<file path="config.mk">
export PLATFORM = sky130hd
export DESIGN_NAME = sd_mod_adder
export DESIGN_NICKNAME = d
export VERILOG_FILES = /design/src/rtl/sd_mod_adder.sv
export SDC_FILE = /design/constraint.sdc
export NUM_CORES = 1
export LEC_CHECK = 0
export BUFFER_PORTS_ARGS = -buffer_cell sky130_fd_sc_hd__buf_2
export CAP_MARGIN = 40
export CORE_UTILIZATION = 35
export DETAILED_ROUTE_END_ITERATION = 16
export GPL_TIMING_DRIVEN = 0
export PLACE_DENSITY = 0.6
export REMOVE_ABC_BUFFERS = 1
export SLEW_MARGIN = 20
export SYNTH_ARGS = -nofsm -noshare
export SYNTH_HDL_FRONTEND = slang
export SYNTH_SLANG_ARGS = --single-unit
</file>
<file path="constraint.sdc">
create_clock -name vclk -period 10.1
set_input_delay 1.515 -clock vclk [all_inputs]
set_output_delay 1.515 -clock vclk [all_outputs]
set_load 0.1 [all_outputs]
</file>
<file path="src/rtl/sd_mod_adder.sv">
module sd_mod_adder #(
  parameter int DIGITS     = 4,
  parameter int DIGIT_BITS = 4
) (
  input  logic [DIGITS*DIGIT_BITS-1:0] opa_pos,
  input  logic [DIGITS-1:0]            opa_neg_n,
  input  logic [DIGITS*DIGIT_BITS-1:0] opb_pos,
  input  logic [DIGITS-1:0]            opb_neg_n,
  output logic [DIGITS*DIGIT_BITS-1:0] sum_pos,
  output logic [DIGITS-1:0]            sum_neg_n
);

  localparam int N  = DIGITS * DIGIT_BITS;
  localparam int DB = DIGIT_BITS;
  localparam int W  = DIGIT_BITS + 3;

  localparam logic signed [W-1:0] ONE  = {{(W-1){1'b0}}, 1'b1};
  localparam logic signed [W-1:0] TWO  = {{(W-2){1'b0}}, 2'b10};
  localparam logic signed [W-1:0] TOP  = {3'b001, {DIGIT_BITS{1'b0}}};
  localparam logic signed [W-1:0] HALF = TOP >>> 1;
  localparam logic signed [W-1:0] LO_W = -HALF;
  localparam logic signed [W-1:0] HI_W = TOP - TWO;
  localparam logic signed [W-1:0] LO_R = -TOP;
  localparam logic signed [W-1:0] HI_R = TOP - ONE;

  // transfer leaving slice g sits at bits [2g+1:2g], two's complement in [-2,1]
  logic [2*DIGITS-1:0] xfer_bus;

  for (genvar g = 0; g < DIGITS; g++) begin : g_slice
    localparam int NX = (g + 1) % DIGITS;
    localparam int PV = (g + DIGITS - 1) % DIGITS;

    logic [1:0]          nact, mset;
    logic signed [3:0]   coarse;
    logic signed [1:0]   t_out;
    logic signed [W-1:0] va, vb, t_ext, tin_ext, w, r;

    assign nact   = {1'b0, ~opa_neg_n[NX]} + {1'b0, ~opb_neg_n[NX]};
    assign mset   = {1'b0, opa_pos[g*DB+DB-1]} + {1'b0, opb_pos[g*DB+DB-1]};
    assign coarse = $signed({2'b00, mset}) - $signed({1'b0, nact, 1'b0});

    always_comb begin
      if (coarse == -4'sd4)      t_out = 2'sb10;
      else if (coarse <= -4'sd2) t_out = 2'sb11;
      else if (coarse <= 4'sd0)  t_out = 2'sb00;
      else                       t_out = 2'sb01;
    end

    assign xfer_bus[2*g +: 2] = t_out;

    assign va = $signed({3'b000, opa_pos[g*DB +: DB]}) - (opa_neg_n[NX] ? '0 : TOP);
    assign vb = $signed({3'b000, opb_pos[g*DB +: DB]}) - (opb_neg_n[NX] ? '0 : TOP);

    assign t_ext   = {{(W-2){t_out[1]}}, t_out};
    assign tin_ext = {{(W-2){xfer_bus[2*PV+1]}}, xfer_bus[2*PV +: 2]};

    assign w = va + vb - (t_ext <<< DIGIT_BITS);
    assign r = w + tin_ext;

    assign sum_pos[g*DB +: DB] = r[DB-1:0];
    assign sum_neg_n[NX]       = ~r[W-1];

    always_comb begin

      interim_range_chk: assert (w >= LO_W && w <= HI_W)
        else $error("interim value out of window in slice %0d", g);

      digit_range_chk: assert (r >= LO_R && r <= HI_R)
        else $error("slice %0d result outside digit range", g);

      xfer_sign_chk: assert ((t_out >= 2'sb00 || nact != 2'b00) &&
                             (t_out != 2'sb01 || mset != 2'b00))
        else $error("transfer sign not backed by top bits in slice %0d", g);
    end
  end

  if (N <= 60) begin : g_residue
    always_comb begin
      longint m;
      longint acc;
      m   = (longint'(1) << N) - 1;
      acc = 0;
      for (int b = 0; b < N; b++) begin
        if (opa_pos[b]) acc += longint'(1) << b;
        if (opb_pos[b]) acc += longint'(1) << b;
        if (sum_pos[b]) acc -= longint'(1) << b;
      end
      for (int i = 0; i < DIGITS; i++) begin
        if (!opa_neg_n[i]) acc -= longint'(1) << (i*DB);
        if (!opb_neg_n[i]) acc -= longint'(1) << (i*DB);
        if (!sum_neg_n[i]) acc += longint'(1) << (i*DB);
      end

      residue_chk: assert (acc % m == 0)
        else $error("result not congruent to operand sum");
    end
  end

endmodule

</file>
==> flow_summary_export.csv <==
group,metric,value,unit
outcome,outcome,"finished clean",
drt,route.vias.total,1494,
timing,finalHoldViolCount,0,
final_layout,fin_cells,360,
synthesis,synthCells,230,
global_route,grt_pass1_wl,5.91,mm
timing,tightest_slew,0.505,ns
floorplan,num_io_pins,60,
drt,dr.max_layer_used,"met3",
timing,rsz0062_at_grt,"false",
floorplan,die_h,76.8,µm
synthesis,yosysWarnings,0,
drt,met2_length,1.63,mm
place,port_buffers,60,
critical_path,path_class,"primary input to primary output",
critical_path,setup.worst_path.start,"opa_pos[11]",
global_route,grtUsageTotal,0.118,
critical_path,start_kind,"primary input",
floorplan,die_x,76.8,µm
synthesis,synth_area_leaders,"fa_1 34%, ha_1 28%, inv_1 18%, xnor2_1 7.6%, a21oi_1 3.3%",
timing,layout_worst_path_cycle_share,0.668,
critical_path,worst_setup_path_end_kind,"primary output",
worst_hold_path,min_from,"opb_pos[12]",
floorplan,start_util,0.374,
global_route,antenna_found_initial,0,
final_layout,num-fill-cells,532,
final_layout,design.seq.count,0,
drt,drtAntennaViolNets,0,
clock_network,cts_setup_buffers,0,
final_layout,area_growth,19.8,%
final_layout,layout_commonest_cell,"inv_1",
critical_path,cp_max_fo,4,
floorplan,die_area,0.00590,mm²
synthesis,yosysTopAreaCell,"fa_1",
clock_network,cts_resized,0,
final_layout,register_area,0,µm²
timing,fmax,0.148,GHz
place,postPlaceCellArea,0.00235,mm²
critical_path,required,8.59,ns
final_layout,drive_above_1_share,0.207,
final_layout,mostFrequentLayoutCells,"95 x inv_1, 60 x buf_2, 44 x ha_1",
drt,routedWlPerCell,8.78,µm
drt,drcViolationCount,0,
worst_hold_path,hold_path.class,"primary input to primary output",
final_layout,antenna_cells,0,
synthesis,syn_avg_cell_area,8.51,µm²
global_route,grt_max_degree,7,
critical_path,arrival,5.23,ns
final_layout,nClkBuffers,0,
timing,slew_viol_final,0,
job,maxCapViolCount,0,
floorplan,rows,26,
drt,wl_met3,123,µm
synthesis,yosysSeqAreaShare,0,
place,gp_congestion,0.727,
final_layout,final_cell_area,0.00235,mm²
place,hpwl,3.08,mm
global_route,gr-total-overflow,0,
final_layout,finalNetCount,409,
synthesis,synth_top_area_share,0.337,
place,placedCellCount,360,
timing,fin_crit,6.75,ns
clock_network,cts_hold_buf,0,
drt,finalWirelength,3.16,mm
global_route,grt_pass1_vias,1546,
timing,setup_viol,0,
timing,fin_tns_setup,0,ns
synthesis,synthesis.area,0.00196,mm²
synthesis,ys_types,12,
floorplan,core_area,0.00524,mm²
drt,wl_met1,1.40,mm
drt,drt_first_pass_iters,4,
timing,max_slew_margin,0.660,
drt,drtIter0Drc,5,
drt,vias_per_cell,4.15,
==> layout make-up <==
class                           instances  area (µm²)  share of cell area
Tap cell                               70        87.6              0.0373
Timing Repair Buffer                   60         300               0.128
Inverter                               95         357               0.152
Multi-Input combinational cell        135        1600               0.683
==> synth_stat cells <==
library cell  number
o21a_1             1
xnor2_1           17
ha_1              44
nand2_1            4
a21oi_1           13
inv_1             95
nor2_1             2
fa_1              33
o21ai_0            7
xor2_1             5
a21o_1             5
nand3b_1           4
==> critical path, stage by stage <==
cell and delay, ns:
buf_2 0.11, ha_1 0.20, fa_1 0.48, a21oi_1 0.38
inv_1 0.23, fa_1 0.56, fa_1 0.52, inv_1 0.05
ha_1 0.31, a21oi_1 0.15, o21ai_0 0.11, xnor2_1 0.17
buf_2 0.44
==> cell families after synthesis <==
kind of cell | count (synthesis) | synth area share
fa+ha+maj | 77 | 0.619
compound gates | 26 | 0.0741
simple gates | 10 | 0.0268
xor+xnor | 22 | 0.0984
buf+inv | 95 | 0.182
==> metrics by stage <==
step / setup WS [ns] / util / hold WS [ns]
after floorplan: 2.73 / - / 3.59
after global placement: 3.37 / 0.448 / 3.59
after detailed placement: 3.33 / 0.448 / 3.60
after CTS: 3.32 / 0.448 / 3.61
after global routing: 3.05 / 0.448 / 3.63
final: 3.35 / 0.448 / 3.60
==> metal layers <==
metal	global-route usage	vias up
li1	-	789
met1	0.139	676
met2	0.240	29
met3	0.00833	0
met4	0	0
met5	0	-
==> path summary, 6_finish.rpt <==
check             cells after the start            to
hold / removal                        4   sum_pos[12]
setup / recovery                     13  sum_neg_n[0]
Power is left out: the tool's default activity adds up to more than one toggle a clock period on the data nets, which glitch-free logic cannot reach.
